## src/rtl/hrx_pkg.sv

```systemverilog
`timescale 1ns/1ps
package hrx_pkg;
  localparam int LEN_W = 6;

  typedef logic [1:0] bsel_t;

  typedef struct packed {
    logic [LEN_W-1:0] len;
    logic             last;
    logic             crc_ok;
    logic             abort;
  } blk_desc_t;

  // bytes per block for a size code: 4 << code
  function automatic logic [LEN_W-1:0] blk_bytes(input bsel_t sel);
    return LEN_W'(4) << sel;
  endfunction

  // number of block slots the buffer holds at a size code
  function automatic int unsigned slot_total(input int unsigned depth, input bsel_t sel);
    return depth >> (32'(sel) + 2);
  endfunction

  // byte address of offset off inside slot s
  function automatic logic [15:0] byte_addr(input logic [15:0] s, input bsel_t sel,
                                            input logic [LEN_W-1:0] off);
    return (s << (32'(sel) + 2)) + 16'(off);
  endfunction
endpackage

```

## src/rtl/hrx_writer.sv

```systemverilog
`timescale 1ns/1ps
module hrx_writer
  import hrx_pkg::*;
#(
  parameter int DEPTH = 64,
  localparam int AW = $clog2(DEPTH),
  localparam int SW = $clog2(DEPTH / 4)
) (
  input  logic          clk,
  input  logic          rst_n,
  input  logic          clr,
  input  bsel_t         sel,
  input  logic          wr_valid,
  input  logic [7:0]    wr_data,
  input  logic          wr_last,
  input  logic          wr_crc_ok,
  input  logic          wr_abort,
  input  logic          rel,
  output logic          mem_we,
  output logic [AW-1:0] mem_waddr,
  output logic [7:0]    mem_wdata,
  output logic          fill_pub,
  output logic [SW-1:0] fill_slot,
  output blk_desc_t     fill_desc,
  output logic          end_pub,
  output logic [SW-1:0] end_slot,
  output blk_desc_t     end_desc,
  output logic          ovf_evt,
  output logic          drop_start,
  output logic          drop_act,
  output logic [SW:0]   occ_o
);
  logic             in_frame, dropping, trunc;
  logic [SW-1:0]    cur, tail;
  logic [LEN_W-1:0] wlen;
  logic [SW:0]      occ;

  logic [LEN_W-1:0] bsz;
  logic [SW:0]      nsl;
  logic [SW-1:0]    smask;
  assign bsz   = blk_bytes(sel);
  assign nsl   = (SW+1)'(slot_total(DEPTH, sel));
  assign smask = SW'(nsl - 1'b1);

  logic space_ok, start, open_w, need_new, alloc, go_trunc, take, fin;
  assign space_ok   = occ < nsl;
  assign start      = wr_valid && !in_frame;
  assign open_w     = wr_valid && in_frame && !dropping && !trunc;
  assign need_new   = open_w && (wlen == bsz);
  assign alloc      = (start || need_new) && space_ok && !clr;
  assign drop_start = start && !space_ok;
  assign go_trunc   = need_new && !space_ok;
  assign take       = alloc || (open_w && !need_new && !clr);
  assign fin        = wr_valid && wr_last && !clr;

  assign mem_we    = take;
  assign mem_wdata = wr_data;
  assign mem_waddr = alloc ? AW'(byte_addr(16'(tail), sel, '0))
                           : AW'(byte_addr(16'(cur), sel, wlen));

  // a full block is published only once the frame is known to continue
  assign fill_pub  = need_new && space_ok && !clr;
  assign fill_slot = cur;
  assign fill_desc = '{len: bsz, last: 1'b0, crc_ok: 1'b0, abort: 1'b0};

  assign end_pub   = fin && !dropping && !drop_start;
  assign end_slot  = alloc ? tail : cur;
  assign end_desc  = '{len:    alloc ? LEN_W'(1) : (take ? wlen + 1'b1 : wlen),
                       last:   1'b1,
                       crc_ok: wr_crc_ok,
                       abort:  wr_abort || trunc || go_trunc};
  assign ovf_evt   = fin && (dropping || drop_start || trunc || go_trunc);
  assign drop_act  = dropping;
  assign occ_o     = occ;

  always_ff @(posedge clk or negedge rst_n) begin
    if (!rst_n) begin
      in_frame <= 1'b0;
      dropping <= 1'b0;
      trunc    <= 1'b0;
      cur      <= '0;
      tail     <= '0;
      wlen     <= '0;
      occ      <= '0;
    end else if (clr) begin
      in_frame <= 1'b0;
      dropping <= 1'b0;
      trunc    <= 1'b0;
      cur      <= '0;
      tail     <= '0;
      wlen     <= '0;
      occ      <= '0;
    end else begin
      if (wr_valid) begin
        in_frame <= !wr_last;
        dropping <= !wr_last && (dropping || drop_start);
        trunc    <= !wr_last && (trunc || go_trunc);
      end
      if (alloc) begin
        cur  <= tail;
        tail <= (tail + 1'b1) & smask;
        wlen <= LEN_W'(1);
      end else if (take) begin
        wlen <= wlen + 1'b1;
      end
      occ <= occ + {{SW{1'b0}}, alloc} - {{SW{1'b0}}, rel};
    end
  end
endmodule

```

## src/rtl/hrx_store.sv

```systemverilog
`timescale 1ns/1ps
module hrx_store
  import hrx_pkg::*;
#(
  parameter int DEPTH = 64,
  localparam int AW = $clog2(DEPTH),
  localparam int SW = $clog2(DEPTH / 4),
  localparam int NS = DEPTH / 4
) (
  input  logic          clk,
  input  logic          rst_n,
  input  logic          clr,
  input  logic          we,
  input  logic [AW-1:0] waddr,
  input  logic [7:0]    wdata,
  input  logic [AW-1:0] raddr,
  output logic [7:0]    rdata,
  input  logic          fill_pub,
  input  logic [SW-1:0] fill_slot,
  input  blk_desc_t     fill_desc,
  input  logic          end_pub,
  input  logic [SW-1:0] end_slot,
  input  blk_desc_t     end_desc,
  input  logic          rel,
  input  logic [SW-1:0] head_slot,
  output logic          head_ready,
  output blk_desc_t     head_desc
);
  logic [7:0] mem [DEPTH];
  logic       rdy [NS];
  blk_desc_t  desc [NS];

  always_ff @(posedge clk) begin
    if (we) mem[waddr] <= wdata;
  end
  assign rdata = mem[raddr];

  for (genvar g = 0; g < NS; g++) begin : g_slot
    always_ff @(posedge clk or negedge rst_n) begin
      if (!rst_n) begin
        rdy[g]  <= 1'b0;
        desc[g] <= '0;
      end else if (clr) begin
        rdy[g] <= 1'b0;
      end else if (fill_pub && fill_slot == SW'(g)) begin
        rdy[g]  <= 1'b1;
        desc[g] <= fill_desc;
      end else if (end_pub && end_slot == SW'(g)) begin
        rdy[g]  <= 1'b1;
        desc[g] <= end_desc;
      end else if (rel && head_slot == SW'(g)) begin
        rdy[g] <= 1'b0;
      end
    end
  end

  assign head_ready = rdy[head_slot];
  assign head_desc  = desc[head_slot];
endmodule

```

## src/rtl/hrx_host.sv

```systemverilog
`timescale 1ns/1ps
module hrx_host
  import hrx_pkg::*;
#(
  parameter int DEPTH = 64,
  localparam int AW = $clog2(DEPTH),
  localparam int SW = $clog2(DEPTH / 4)
) (
  input  logic             clk,
  input  logic             rst_n,
  input  logic             clr,
  input  bsel_t            sel,
  input  logic             head_ready,
  input  blk_desc_t        head_desc,
  input  logic             cmd_release,
  input  logic             irq_ack,
  input  logic             rd_en,
  input  logic             ovf_evt,
  output logic             rel,
  output logic [SW-1:0]    rslot,
  output logic [AW-1:0]    rd_addr,
  output logic [LEN_W-1:0] rx_count,
  output logic [1:0]       rx_status,
  output logic             irq_pf,
  output logic             irq_me,
  output logic             irq_ov,
  output logic             shown,
  output logic [LEN_W-1:0] rd_off
);
  logic [SW-1:0] smask;
  assign smask = SW'(slot_total(DEPTH, sel) - 1);

  logic present_evt, adv;
  assign present_evt = head_ready && !shown && !clr;
  assign rel         = cmd_release && shown && !clr;
  assign adv         = rd_en && shown && ((rd_off + 1'b1) < head_desc.len);

  always_ff @(posedge clk or negedge rst_n) begin
    if (!rst_n) begin
      shown  <= 1'b0;
      rslot  <= '0;
      rd_off <= '0;
      irq_pf <= 1'b0;
      irq_me <= 1'b0;
      irq_ov <= 1'b0;
    end else if (clr) begin
      shown  <= 1'b0;
      rslot  <= '0;
      rd_off <= '0;
      irq_pf <= 1'b0;
      irq_me <= 1'b0;
      irq_ov <= 1'b0;
    end else begin
      if (rel)              shown <= 1'b0;
      else if (present_evt) shown <= 1'b1;
      if (rel) rslot <= (rslot + 1'b1) & smask;
      if (rel || present_evt) rd_off <= '0;
      else if (adv)           rd_off <= rd_off + 1'b1;
      if (present_evt && !head_desc.last) irq_pf <= 1'b1;
      else if (irq_ack || rel)            irq_pf <= 1'b0;
      if (present_evt && head_desc.last)  irq_me <= 1'b1;
      else if (irq_ack || rel)            irq_me <= 1'b0;
      if (ovf_evt)      irq_ov <= 1'b1;
      else if (irq_ack) irq_ov <= 1'b0;
    end
  end

  assign rd_addr   = AW'(byte_addr(16'(rslot), sel, rd_off));
  assign rx_count  = shown ? head_desc.len : '0;
  assign rx_status = (shown && head_desc.last) ? {head_desc.crc_ok, head_desc.abort} : 2'b00;
endmodule

```

## src/rtl/hrx_pool.sv

```systemverilog
`timescale 1ns/1ps
module hrx_pool
  import hrx_pkg::*;
#(
  parameter int DEPTH = 64
) (
  input  logic       clk,
  input  logic       rst_n,
  input  logic [1:0] cfg_bsize,
  input  logic       wr_valid,
  input  logic [7:0] wr_data,
  input  logic       wr_last,
  input  logic       wr_crc_ok,
  input  logic       wr_abort,
  input  logic       cmd_release,
  input  logic       cmd_reset,
  input  logic       irq_ack,
  input  logic       rd_en,
  output logic [7:0] rd_data,
  output logic [5:0] rx_count,
  output logic [1:0] rx_status,
  output logic       irq_pool_full,
  output logic       irq_msg_end,
  output logic       irq_overflow
);
  localparam int AW = $clog2(DEPTH);
  localparam int SW = $clog2(DEPTH / 4);

  bsel_t bs_sel;
  always_ff @(posedge clk or negedge rst_n) begin
    if (!rst_n)         bs_sel <= 2'b00;
    else if (cmd_reset) bs_sel <= cfg_bsize;
  end

  logic             mem_we, fill_pub, end_pub, ovf_evt, drop_start, drop_act;
  logic [AW-1:0]    mem_waddr, rd_addr;
  logic [7:0]       mem_wdata;
  logic [SW-1:0]    fill_slot, end_slot, rslot;
  blk_desc_t        fill_desc, end_desc, head_desc;
  logic [SW:0]      occ;
  logic             rel, head_ready, shown;
  logic [LEN_W-1:0] rd_off, cnt;

  hrx_writer #(.DEPTH(DEPTH)) u_wr (
    .clk, .rst_n, .clr(cmd_reset), .sel(bs_sel),
    .wr_valid, .wr_data, .wr_last, .wr_crc_ok, .wr_abort, .rel,
    .mem_we, .mem_waddr, .mem_wdata,
    .fill_pub, .fill_slot, .fill_desc,
    .end_pub, .end_slot, .end_desc,
    .ovf_evt, .drop_start, .drop_act, .occ_o(occ)
  );

  hrx_store #(.DEPTH(DEPTH)) u_st (
    .clk, .rst_n, .clr(cmd_reset),
    .we(mem_we), .waddr(mem_waddr), .wdata(mem_wdata),
    .raddr(rd_addr), .rdata(rd_data),
    .fill_pub, .fill_slot, .fill_desc,
    .end_pub, .end_slot, .end_desc,
    .rel, .head_slot(rslot), .head_ready, .head_desc
  );

  hrx_host #(.DEPTH(DEPTH)) u_hs (
    .clk, .rst_n, .clr(cmd_reset), .sel(bs_sel),
    .head_ready, .head_desc, .cmd_release, .irq_ack, .rd_en, .ovf_evt,
    .rel, .rslot, .rd_addr, .rx_count(cnt), .rx_status,
    .irq_pf(irq_pool_full), .irq_me(irq_msg_end), .irq_ov(irq_overflow),
    .shown, .rd_off
  );

  assign rx_count = cnt;
endmodule

```

## config.mk

```make
export PLATFORM = sky130hd
export DESIGN_NAME = hrx_pool
export DESIGN_NICKNAME = d
export VERILOG_FILES = /design/src/rtl/hrx_pkg.sv /design/src/rtl/hrx_writer.sv /design/src/rtl/hrx_store.sv /design/src/rtl/hrx_host.sv /design/src/rtl/hrx_pool.sv
export SDC_FILE = /design/constraint.sdc
export NUM_CORES = 1
export LEC_CHECK = 0
export ABC_AREA = 1
export BUFFER_PORTS_ARGS = -buffer_cell sky130_fd_sc_hd__buf_4
export CORE_UTILIZATION = 55
export CTS_CLUSTER_SIZE = 25
export DETAILED_ROUTE_END_ITERATION = 16
export GPL_TIMING_DRIVEN = 0
export PLACE_DENSITY_LB_ADDON = 0.3
export REMOVE_ABC_BUFFERS = 1
export SYNTH_ARGS = -nofsm -noshare
export SYNTH_HDL_FRONTEND = slang
export SYNTH_SLANG_ARGS = --single-unit
export TNS_END_PERCENT = 10
```

## constraint.sdc

```tcl
create_clock -name clk -period 8.42 [get_ports clk]
set_input_delay 0.842 -clock clk [delete_from_list [all_inputs] [get_ports clk]]
set_output_delay 0.842 -clock clk [all_outputs]
set_load 0.02 [all_outputs]
```

==> summary by stage <==
Outcome
The flow ran to the end, but the final reports show violations. The final reports fail on max-capacitance violations.

Clock tree
The post-CTS repair timing setup buffer count is 0. CTS saw 710 sinks. The number of buffers on the longest clock path is 3. The CTS clock-pin slew for the worst setup and hold paths is 60 ps.

The number of levels in the clock H-tree is 3. The number of gates given a new drive strength after cts is 0. TritonCTS created 75 clock buffers. Hold repair after CTS inserted 0 buffers. The TritonCTS clock tree is built. The buffer type at the clock tree root is clkbuf_16. The later-pin clock latency in the skew report is 620 ps.

GRT
The maximum number of pins on one net before global-route repair is 128. The initial antenna violation count is 1. For met1 alone, demand over resource in global routing was 0.380. For met2 alone, demand over resource in global routing was 0.483. In the global route stage, met3 resource usage came out at 0.0525. For this run, the total global-route usage over all layers was measured as 0.298. The via count of the first global-routing pass came to 24000.

The global routing stage identified its most utilized layer as met2. The remaining global-route overflow is 0. The first-pass GRT wire length is 136000 µm.

Setup path
The number of gates on the worst path with buffers counted is 15. The worst reg2reg path depth is 17. STA classifies the critical path endpoint as an output port.

The startpoint kind of the worst setup timing path is a flip-flop. The number of buffers and inverters on the critical path is 5. On the critical path, the stage with the largest delay is an instance of inv_1. Traced cell by cell, the critical path runs through buf_12, inv_2, buf_12, nand2_1, o21ai_0, nor2_1, ha_1, nand2_1, nand2_2, inv_1, nor2_1, nor3_1, o21ai_0, o21ai_0, buf_4.

The reg-to-reg startpoint is bs_sel[1]. The largest single stage delay on the critical path is 1240 ps. The critical path is of the reg -> out type. The worst register-to-register path has a setup slack of 2120 ps.

Counting stages on the worst path, the most repeated cell is o21ai_0. The cell family with the largest share of critical-path delay is buffers and inverters. The endpoint arrival time on the critical path is 6130 ps. The endpoint identified for the worst register-to-register timing path is u_st.desc[16]. Data on the critical path is required at its endpoint by 7580 ps. Of all nets on the critical path, the largest fanout is 53.

Synth
The average cell area after synthesis is 10.1 µm². Counting flops with an async set or reset pin after synthesis yields a share of 0.279. The number of enable flip-flop cells after synthesis is 512. After synthesis the netlist holds a flip-flop and latch count of 710.

For this run, the number of Yosys warnings is 0. The mapped cell area is 0.0321 mm². The sequential-to-total area share from yosys stat is 0.633. For this run, the leading register cell type out of synthesis is edfxtp_1. The synthesized netlist contains 49 unique library cells. After technology mapping, the gate count stands at 3182.

Route
The final routed wire length divided by cell count is 22.6 µm. The first routing iteration left 2802 violations. In the routed design, unresolved DRC markers number 0. The mean number of vias per cell is 6.35. The count of nets left with antenna violations after detail routing is 0. Before antenna repair, the detailed router went through 6 iterations. The routed design has 89100 µm of wire.

The via count is 25000.

Die
The initial utilization of the core area, before any placement, comes to 0.556. In this run the vertical extent of the chip is 244 µm. The floorplan die area is 0.0593 mm². The count of boundary I/O pins is 39. The floorplan step defined a core boundary enclosing 0.0577 mm². The die width is 244 µm. The count of standard-cell rows is 88.

Layout
The sequential cell area is 0.0203 mm². The footprint of the multi-input gates is 0.0106 mm². The number of antenna diodes in the final layout is 0. Compared with the post-synthesis result, the final layout area differs by 9.87%. The layout has 4591 filler cells. Measured on the finished design, the core utilization comes to 0.611.

The fraction of final layout cells sized beyond drive strength 1 is 0.0643. The final net count is 3168. After routing the design area is 0.0353 mm².

Power and ir drop
The clock network power share is 0.367. The portion of total power attributed to combinational logic is 0.167. Of the total power, registers draw 0.466. Summed over all nets, the switching power comes to 2.49 mW. The internal power is 6.05 mW.

The share of total power consumed by net switching is 0.292. The static power due to leakage is 13.7 nW. In this run the power density over the cells is 242 mW/mm².

The worst vdd rail ir drop is 0.000193 V.

Timing
The final critical delay including setup and external delays is 6970 ps. The measured slew at the worst slew-check pin is 1470 ps. The final setup skew is 13.4 ps.

The post-route fraction of the period consumed by the critical path is 0.828. Derived from the worst setup path, the maximum achievable clock frequency is 143 MHz. The final count of pins violating max slew is 0. The count of final hold-check violations is 0.

Setup violations remaining at the end of the flow were counted as 0. Final hold analysis gives a worst-case slack of 191 ps. The relative slew slack is 0.0112.

Setup repair after global routing left no endpoint under its margin. The setup TNS after final layout is 0 ps.

Place
The number of buffers inserted by port buffering is 38. The instance area after placement is 0.0330 mm². The congestion estimate from routability-driven global placement came to 0.921. The post-DP HPWL is 53000 µm.

Min path
In this run the worst hold path is classified as in -> async.

Run
The tool flagged a number of max-cap violations equal to 1.
==> registers in the layout, summed over array words and instances (netlist names) <==
signal          flops
u_wr.wlen           6
u_hs.rslot          4
u_wr.drop_act       1
u_wr.occ_o          5
u_hs.irq_pf         1
u_wr.in_frame       1
u_wr.trunc          1
u_st.mem          512
u_wr.fill_slot      4
u_hs.irq_me         1
u_hs.rd_off         6
bs_sel              2
u_st.rdy           16
u_wr.tail           4
u_hs.irq_ov         1
u_st.desc         144
u_hs.shown          1
==> Yosys cell counts (4+ instances only) <==
master    number  area share
nand2_1      515       0.060
edfxtp_1     512        0.48
nor2_1       508       0.059
o21ai_0      428       0.067
nand3_1      278       0.043
dfrtp_1      198        0.15
clkbuf_1     154       0.018
inv_1        100       0.012
o22ai_1       95       0.019
nand4_1       60       0.012
a21oi_1       53      0.0083
o221ai_1      47       0.013
ha_1          32       0.012
buf_2         31      0.0048
buf_1         17      0.0020
nor3_1        14      0.0022
xor2_1        12      0.0033
a21boi_0      11      0.0026
o211ai_1      11      0.0026
nor2_2         9      0.0018
mux2i_1        8      0.0025
xnor2_1        8      0.0022
o32ai_1        7      0.0019
or2_2          7      0.0014
clkinv_1       6     0.00070
inv_2          6     0.00070
a221oi_1       5      0.0014
a22o_1         5      0.0014
a22oi_1        5      0.0012
a21boi_1       4     0.00094
==> power by group through the flow <==
stage	Clock (mW)	Sequential (mW)	Combinational [mW]
5_1_grt	3.28	3.99	1.55
3_3_place_gp	0	4.07	1.31
3_5_place_dp	0	4.05	1.38
6_report	3.13	3.98	1.43
4_1_cts	3.14	3.98	1.39
2_1_floorplan	0	4.03	0.840
==> metrics by stage <==
step	worst slack [ps]	instances	total power [mW]
finish	1450	3938	8.55
global route	1280	3938	8.82
CTS	1540	3937	8.51
detailed placement	2230	3800	5.43
global placement	-7030	3786	5.38
floorplan	-1050	2983	4.87
==> area by class of cell <==
type                    count  area share
repair buffers             53      0.0180
flip-flops and latches    710       0.577
well taps                 765      0.0271
clock inverters            34     0.00717
inverters                 112      0.0123
clock buffers             103      0.0579
multi-input cells        2161       0.301
==> layer usage <==
| metal | vias to the layer above | wire length [µm] |
|---|---|---|
| met1 | 12000 | 33400 |
| li1 | 11100 | - |
| met2 | 1544 | 42300 |
| met5 | - | 8 |
| met3 | 298 | 8730 |
| met4 | 2 | 4650 |
==> logic make-up after synthesis <==
kind of cell | Yosys count | share of synthesized area
multiplexers | 8 | 0.00249
other | 1 | 0.000117
AO/OA/AOI/OAI | 692 | 0.124
flip-flops | 710 | 0.633
buffers and inverters | 316 | 0.0384
XOR/XNOR | 20 | 0.00546
adder cells (fa/ha/maj) | 35 | 0.0143
AND/OR/NAND/NOR | 1400 | 0.182
==> cells in the final DEF, fill, tap and decap left out, types with 22 or more instances in the layout <==
cell	synthesis	layout
dfrtp_1	198	195
inv_1	100	98
clkbuf_1	154	22
a21oi_1	53	53
nand4_1	60	60
edfxtp_1	512	512
o22ai_1	95	95
o221ai_1	47	47
nor2_1	508	506
nand2_1	515	514
clkbuf_16	0	75
nand3_1	278	278
ha_1	32	31
buf_4	2	37
o21ai_0	428	428
==> how the worst max path moves through the flow <==
stage	start	to	slack (ps)
floorplan	u_hs.rd_off[0]	rd_data[0]	-1050
global placement	u_hs.rslot[0]	rd_data[2]	-7030
detailed placement	u_hs.rslot[0]	rd_data[3]	2230
CTS	u_hs.rslot[0]	rd_data[3]	1540
global route	u_hs.rslot[0]	rd_data[3]	1280
finish	u_hs.rslot[0]	rd_data[4]	1450
No activity file was read; power rests on OpenSTA's default activity.
